`src/rtl/close_sub_pkg.sv`:
```
package close_sub_pkg;

  // Strobes from the exponent control to the significand datapath
  typedef struct packed {
    logic load;      // capture a new operand pair
    logic swap;      // B is the larger-exponent operand
    logic alignOne;  // smaller operand needs a one-place right shift
    logic abort;     // true gap exceeds one, far path owns the op
  } subCtl_t;

endpackage

```
`src/rtl/close_sub_ctrl.sv`:
```
module close_sub_ctrl
  import close_sub_pkg::*;
#(
  parameter int EXP_W = 8
) (
  input  logic             inValid,
  input  logic [EXP_W-1:0] aExp,
  input  logic [EXP_W-1:0] bExp,
  output subCtl_t          ctl
);

  localparam logic signed [EXP_W:0] GAP_HI = 1;
  localparam logic signed [EXP_W:0] GAP_LO = -1;

  logic [1:0]              lsbGap;
  logic signed [EXP_W:0]   trueGap;

  always_comb begin
    // Fast guess: modular gap of the two low exponent bits
    lsbGap       = aExp[1:0] - bExp[1:0];
    // Full gap, resolved alongside the significand subtraction
    trueGap      = $signed({1'b0, aExp}) - $signed({1'b0, bExp});
    ctl.load     = inValid;
    ctl.swap     = (lsbGap == 2'd3);
    ctl.alignOne = lsbGap[0];
    ctl.abort    = (trueGap > GAP_HI) || (trueGap < GAP_LO);
  end

endmodule

```
`src/rtl/close_sub_lop.sv`:
```
module close_sub_lop #(
  parameter int W = 25
) (
  input  logic [W-1:0] xOp,
  input  logic [W-1:0] yOp,
  output logic [W-1:0] posVec,
  output logic [W-1:0] negVec
);

  logic [W-1:0] bOp;
  logic [W-1:0] prop;
  logic [W-1:0] gen;
  logic [W-1:0] kill;

  assign bOp  = ~yOp;
  assign prop = xOp ^ bOp;
  assign gen  = xOp & bOp;
  assign kill = ~xOp & ~bOp;

  // posVec anticipates the leading one of xOp - yOp when it is non-negative,
  // negVec that of yOp - xOp (generate and kill roles exchanged).
  for (genvar i = 0; i < W; i++) begin : g_bit
    logic propUp;
    logic killDn;
    logic genDn;
    if (i == W-1) begin : g_top
      assign propUp = 1'b1;
    end else begin : g_mid
      assign propUp = prop[i+1];
    end
    if (i == 0) begin : g_lsb
      assign killDn = 1'b0;
      assign genDn  = 1'b0;
    end else begin : g_up
      assign killDn = kill[i-1];
      assign genDn  = gen[i-1];
    end
    assign posVec[i] = (~propUp | gen[i])  & ~killDn;
    assign negVec[i] = (~propUp | kill[i]) & ~genDn;
  end

endmodule

```
`src/rtl/close_sub_dp.sv`:
```
module close_sub_dp
  import close_sub_pkg::*;
#(
  parameter int SIG_W = 24,
  parameter int W     = SIG_W + 1,
  parameter int SHW   = $clog2(W)
) (
  input  logic             clk,
  input  logic             rstN,
  input  subCtl_t          ctl,
  input  logic [SIG_W-1:0] aSig,
  input  logic [SIG_W-1:0] bSig,
  output logic             outValid,
  output logic [W-1:0]     normSig,
  output logic [SHW-1:0]   shiftAmt,
  output logic             zeroFlag,
  output logic             signFlip,
  output logic             farAbort
);

  logic [SIG_W-1:0] bigSig;
  logic [SIG_W-1:0] smlSig;
  logic [W-1:0]     xOp;
  logic [W-1:0]     yOp;
  logic [W:0]       diffExt;
  logic             isNeg;
  logic [W-1:0]     mag;
  logic [W-1:0]     posVec;
  logic [W-1:0]     negVec;
  logic [W-1:0]     predVec;
  logic [SHW-1:0]   lead;
  logic             found;
  logic [W-1:0]     coarse;
  logic             fixUp;
  logic [W-1:0]     fineSig;
  logic [SHW-1:0]   totalShift;
  logic             magZero;

  // Operand order and one-place alignment from the speculative strobes
  always_comb begin
    bigSig = ctl.swap ? bSig : aSig;
    smlSig = ctl.swap ? aSig : bSig;
    xOp    = {bigSig, 1'b0};
    yOp    = ctl.alignOne ? {1'b0, smlSig} : {smlSig, 1'b0};
  end

  close_sub_lop #(.W(W)) u_lop (
    .xOp    (xOp),
    .yOp    (yOp),
    .posVec (posVec),
    .negVec (negVec)
  );

  always_comb begin
    // Inverted subtrahend plus forced carry-in
    diffExt = {1'b0, xOp} + {1'b0, ~yOp} + {{W{1'b0}}, 1'b1};
    isNeg   = ~diffExt[W];
    mag     = isNeg ? (~diffExt[W-1:0] + {{(W-1){1'b0}}, 1'b1}) : diffExt[W-1:0];
    magZero = ~|mag;
    predVec = isNeg ? negVec : posVec;

    // Priority count over the anticipation vector
    lead  = '0;
    found = 1'b0;
    for (int k = W-1; k >= 0; k--) begin
      if (!found && predVec[k]) begin
        found = 1'b1;
        lead  = SHW'(W-1-k);
      end
    end

    coarse     = mag << lead;
    fixUp      = ~coarse[W-1] & ~magZero;
    fineSig    = fixUp ? {coarse[W-2:0], 1'b0} : coarse;
    totalShift = lead + {{(SHW-1){1'b0}}, fixUp};
  end

  always_ff @(posedge clk) begin
    if (!rstN) begin
      outValid <= 1'b0;
      normSig  <= '0;
      shiftAmt <= '0;
      zeroFlag <= 1'b0;
      signFlip <= 1'b0;
      farAbort <= 1'b0;
    end else begin
      outValid <= ctl.load;
      if (ctl.load) begin
        farAbort <= ctl.abort;
        if (ctl.abort) begin
          normSig  <= '0;
          shiftAmt <= '0;
          zeroFlag <= 1'b0;
          signFlip <= 1'b0;
        end else begin
          normSig  <= fineSig;
          shiftAmt <= magZero ? '0 : totalShift;
          zeroFlag <= magZero;
          signFlip <= ctl.swap ^ isNeg;
        end
      end
    end
  end

endmodule

```
`src/rtl/close_path_sub.sv`:
```
module close_path_sub
  import close_sub_pkg::*;
#(
  parameter  int SIG_W = 24,
  parameter  int EXP_W = 8,
  localparam int W     = SIG_W + 1,
  localparam int SHW   = $clog2(W)
) (
  input  logic             clk,
  input  logic             rstN,
  input  logic             inValid,
  input  logic [EXP_W-1:0] aExp,
  input  logic [SIG_W-1:0] aSig,
  input  logic [EXP_W-1:0] bExp,
  input  logic [SIG_W-1:0] bSig,
  output logic             outValid,
  output logic [W-1:0]     normSig,
  output logic [SHW-1:0]   shiftAmt,
  output logic             zeroFlag,
  output logic             signFlip,
  output logic             farAbort
);

  subCtl_t ctl;

  close_sub_ctrl #(.EXP_W(EXP_W)) u_ctrl (
    .inValid (inValid),
    .aExp    (aExp),
    .bExp    (bExp),
    .ctl     (ctl)
  );

  close_sub_dp #(.SIG_W(SIG_W), .W(W), .SHW(SHW)) u_dp (
    .clk      (clk),
    .rstN     (rstN),
    .ctl      (ctl),
    .aSig     (aSig),
    .bSig     (bSig),
    .outValid (outValid),
    .normSig  (normSig),
    .shiftAmt (shiftAmt),
    .zeroFlag (zeroFlag),
    .signFlip (signFlip),
    .farAbort (farAbort)
  );

endmodule

```
`config.mk`:
```
export PLATFORM = sky130hd
export DESIGN_NAME = close_path_sub
export DESIGN_NICKNAME = d
export VERILOG_FILES = /design/src/rtl/close_sub_pkg.sv /design/src/rtl/close_sub_ctrl.sv /design/src/rtl/close_sub_lop.sv /design/src/rtl/close_sub_dp.sv /design/src/rtl/close_path_sub.sv
export SDC_FILE = /design/constraint.sdc
export NUM_CORES = 1
export LEC_CHECK = 0
export ABC_AREA = 1
export ABC_CLOCK_PERIOD_IN_PS = 9350
export BUFFER_PORTS_ARGS = -buffer_cell sky130_fd_sc_hd__buf_2
export CAP_MARGIN = 20
export CELL_PAD_IN_SITES_DETAIL_PLACEMENT = 0
export CELL_PAD_IN_SITES_GLOBAL_PLACEMENT = 1
export CORE_UTILIZATION = 41
export DETAILED_ROUTE_END_ITERATION = 8
export GPL_TIMING_DRIVEN = 0
export HOLD_SLACK_MARGIN = 0.05
export PLACE_DENSITY = 0.9
export RECOVER_POWER = 100
export SLEW_MARGIN = 20
export SYNTH_ARGS = -nofsm -noshare
export SYNTH_HDL_FRONTEND = slang
export SYNTH_HIERARCHICAL = 1
export SYNTH_SLANG_ARGS = --single-unit
```
`constraint.sdc`:
```
create_clock -name clk -period 9.35 [get_ports clk]
set_input_delay 0.935 -clock clk [delete_from_list [all_inputs] [get_ports clk]]
set_output_delay 0.935 -clock clk [all_outputs]
set_load 0.005 [all_outputs]
```
==> out/qor.csv <==
stage,metric,value,unit
global_routing,largest net degree at the start of global routing,12,
power,internal power,1.09,mW
logic_synthesis,most common cell in the netlist,nand2_1,
critical_path,"slowest stage delay, CP",0.55,ns
logic_synthesis,Post-Syn Area,8530,µm²
drt,DRC Markers,0,
logic_synthesis,Synth Area in Compound Gates,14.1,%
clock_tree,setup bufs post-CTS,0,
logic_synthesis,top post-synthesis cells by area,"nand2_1 (18%), nand3_1 (13%), inv_1 (13%)",
clock_tree,cts bufs inserted,5,
timing,relative slew slack,44.1,%
finish,P&R area growth vs syn,11.6,%
timing,endpoints failing setup,0,
critical_path,"most used cell, CP",inv_1,
place,Port-buffer cells,99,
drt,detailed-route vias per instance,5.10,
floorplan,std cell rows,52,
power,clock power share,5.8,%
power,Switching Power,1.71,mW
finish,Layout fillers,2309,
floorplan,Core Region,20300,µm²
logic_synthesis,main combinational cell family by area after synthesis,simple AND/OR/NAND/NOR gates,
logic_synthesis,Synth Area in Adders,12.9,%
power,sequential power share,5.2,%
timing,Max Clock Freq,114,MHz
critical_path,Crit. End Element,flop,
status,status,completed,
hold_path,Hold WC Path Type,flop to flop,
logic_synthesis,Synth Register Bits,34,
critical_path,Worst EP required,9.49,ns
logic_synthesis,Synth Area in XOR/XNOR,4.83,%
logic_synthesis,ys flop type,dfxtp_1,
logic_synthesis,mux contribution to synthesized area,0.352,%
critical_path,Worst EP arrival,8.94,ns
logic_synthesis,Yosys warnings,6,
floorplan,full die area,21400,µm²
logic_synthesis,average size of a mapped cell,5.48,µm²
critical_path,critical path's slowest cell,o41ai_1,
clock_tree,Skew-Pair Late Insertion Delay,0.27,ns
clock_tree,CTS tree,yes,
global_routing,vias in the first global route,9164,
timing,Max Slew Vio Count,0,
timing,final hold violation count,0,
power,Total Power,2.81,mW
floorplan,Initial Util,42.0,%
global_routing,GRT Total Usage,24.8,%
power,PD cells,295,nW/µm²
logic_synthesis,sequential share of the synthesized area,7.98,%
drt,DR pass1 iterations,7,
logic_synthesis,Simple-Gate Fraction of Synth Area,42.9,%
clock_tree,Sink Count,34,
drt,Final ANT Viol Nets,0,
drt,1st-iter DRT viols,705,
drt,Total Wirelength,26700,µm
timing,Tightest Pin Transition,0.829,ns
power,switch share,61.0,%
timing,post-layout minimum cycle time,8.80,ns
logic_synthesis,ys async rst share,0,%
floorplan,number of I/O pins,101,
timing,Clock Skews,0,ns
global_routing,first-pass GRT wire length,44200,µm
drt,WL per Instance,13.8,µm
flow_run,Max Cap Violations,0,
timing,RSZ-0062 raised after global routing,false,
logic_synthesis,"area leader, netlist",nand2_1,
logic_synthesis,number of library cell types mapped by synthesis,50,
logic_synthesis,cell count after synthesis,1556,
critical_path,"Worst Path Class, Setup",primary input to flop,
finish,Final nets,1817,
clock_tree,CTS Buffer Depth,2,
clock_tree,H-Tree Depth,2,
finish,area of the multi-input gates,6420,µm²
critical_path,worst-path fanout max,10,
clock_tree,"Clk pin slew, worst setup/hold paths",0.05,ns
power,Max VDD drop,0.000124,V
drt,vias post-DR,9875,
power,leakage,5.24,nW
timing,Setup TNS,0,ns
critical_path,CP top delay family,simple AND/OR/NAND/NOR gates,
clock_tree,Post-CTS Hold Buffers,0,
clock_tree,clock tree root driver cell,clkbuf_16,
logic_synthesis,"EDFF count, synth",0,
place,post-DP HPWL,23000,µm
logic_synthesis,"top cells by count, synth","nand2_1 (399), inv_1 (288), nand3_1 (222)",
logic_synthesis,Yosys top cell area share,17.6,%
critical_path,CP startpoint kind,primary input,
timing,final worst path period share,94.1,%
finish,Reg area,681,µm²
global_routing,initial antenna violation count,0,
place,GPL Wtd Cong,0.966,
global_routing,Overflow after GRT,0,
critical_path,worst path buffer plus inverter count,14,
finish,share of cells above drive strength 1,12.1,%
floorplan,Die Width,146,µm
power,Logic pwr share,89.0,%
floorplan,Die H,146,µm
-- flip-flops by register name (all words and copies together) (netlist names) --
signal / count
u_dp/normSig: 25
u_dp/shiftAmt: 5
u_dp/farAbort: 1
u_dp/outValid: 1
u_dp/signFlip: 1
u_dp/zeroFlag: 1
-- repair_timing --
| item | CTS | global route |
|---|---|---|
| gates resized for setup | 3 | 15 |
| endpoints found under the setup margin | 2 | 24 |
| cloned | 0 | 0 |
| pin swaps | 0 | 0 |
-- tightest hold or removal path: cells and delay by family, from the launching register on --
kind / cells / cell delay [ns]
simple gates: 1 / 0.06
flops: 1 / 0.30
compound gates: 1 / 0.05
-- cell type report --
| cell class | instances | share of cell area [%] |
|---|---|---|
| antenna | 1 | 0.0263 |
| buffer | 55 | 3.12 |
| multi-input combinational | 1162 | 67.5 |
| tap | 270 | 3.55 |
| clock buffer | 6 | 1.46 |
| timing repair buffer | 99 | 5.03 |
| inverter | 306 | 12.1 |
| sequential | 34 | 7.15 |
| clock inverter | 2 | 0.131 |
-- cell usage in the layout, fill, tap and decap left out, types with 5 or more instances in the layout --
cell       Yosys  routed
inv_1        288     289
ha_1          85      85
xor2_1        31      31
nor3_1        19      19
nand3b_1       8       8
clkbuf_1      34      39
nand2_1      399     399
xnor2_1       16      16
nand3_2       13      13
clkbuf_2       0       8
buf_6          8       8
a21oi_1       99      99
nand2_2       10      10
nor2_1        60      59
or2_2         20      20
dfxtp_1       34      34
buf_2          7      93
nand3_1      222     222
o21ai_0      103     101
o21ai_1        6       8
nor2_2         6       7
nand4_1       17      17
inv_2         16      15
clkbuf_16      0       5
-- kinds of logic after synthesis --
kind of cell | after synthesis
simple gates | 795
buf+inv | 361
compound gates | 228
fa+ha+maj | 87
xor+xnor | 47
flops | 34
mux | 3
other cells | 1
-- path summary, 6_finish.rpt --
check | start | endpoint | slack [ns] | depth (start not counted)
max | aExp[0] | u_dp/shiftAmt[2]$_SDFFE_PN0P_ | 0.55 | 38
min | u_dp/normSig[3]$_SDFFE_PN0P_ | u_dp/normSig[3]$_SDFFE_PN0P_ | 0.46 | 2
max reg2reg | u_dp/normSig[24]$_SDFFE_PN0P_ | u_dp/normSig[24]$_SDFFE_PN0P_ | 8.61 | 4
min reg2reg | u_dp/normSig[3]$_SDFFE_PN0P_ | u_dp/normSig[3]$_SDFFE_PN0P_ | 0.46 | 2
-- power by group through the flow --
stage | combinational [mW] | clock [mW] | sequential (mW)
after global routing | 2.80 | 0.171 | 0.147
after global placement | 2.43 | 0 | 0.150
final | 2.50 | 0.162 | 0.147
after CTS | 2.46 | 0.165 | 0.147
after floorplan | 1.89 | 0 | 0.150
after detailed placement | 2.45 | 0 | 0.150
-- through the flow --
stage	utilization, %	area, µm²	setup slack (ns)	hold slack [ns]	cells
floorplan	-	8530	1.99	0.461	1557
global placement	46.1	9370	-0.367	0.451	1926
detailed placement	46.1	9370	-0.460	0.453	1926
CTS	46.9	9520	0.000473	0.461	1934
global route	46.9	9520	0.00722	0.484	1934
finish	46.9	9520	0.551	0.459	1935
-- metal layers --
| metal | track usage (%) | up-vias | share of wire (%) |
|---|---|---|---|
| li1 | - | 5192 | - |
| met3 | 1.50 | 33 | 4.8 |
| met5 | 0 | - | 0 |
| met1 | 33.8 | 4401 | 48 |
| met4 | 4.58 | 0 | 1.6 |
| met2 | 43.2 | 249 | 46 |
Power figures use the tool's default switching activity.
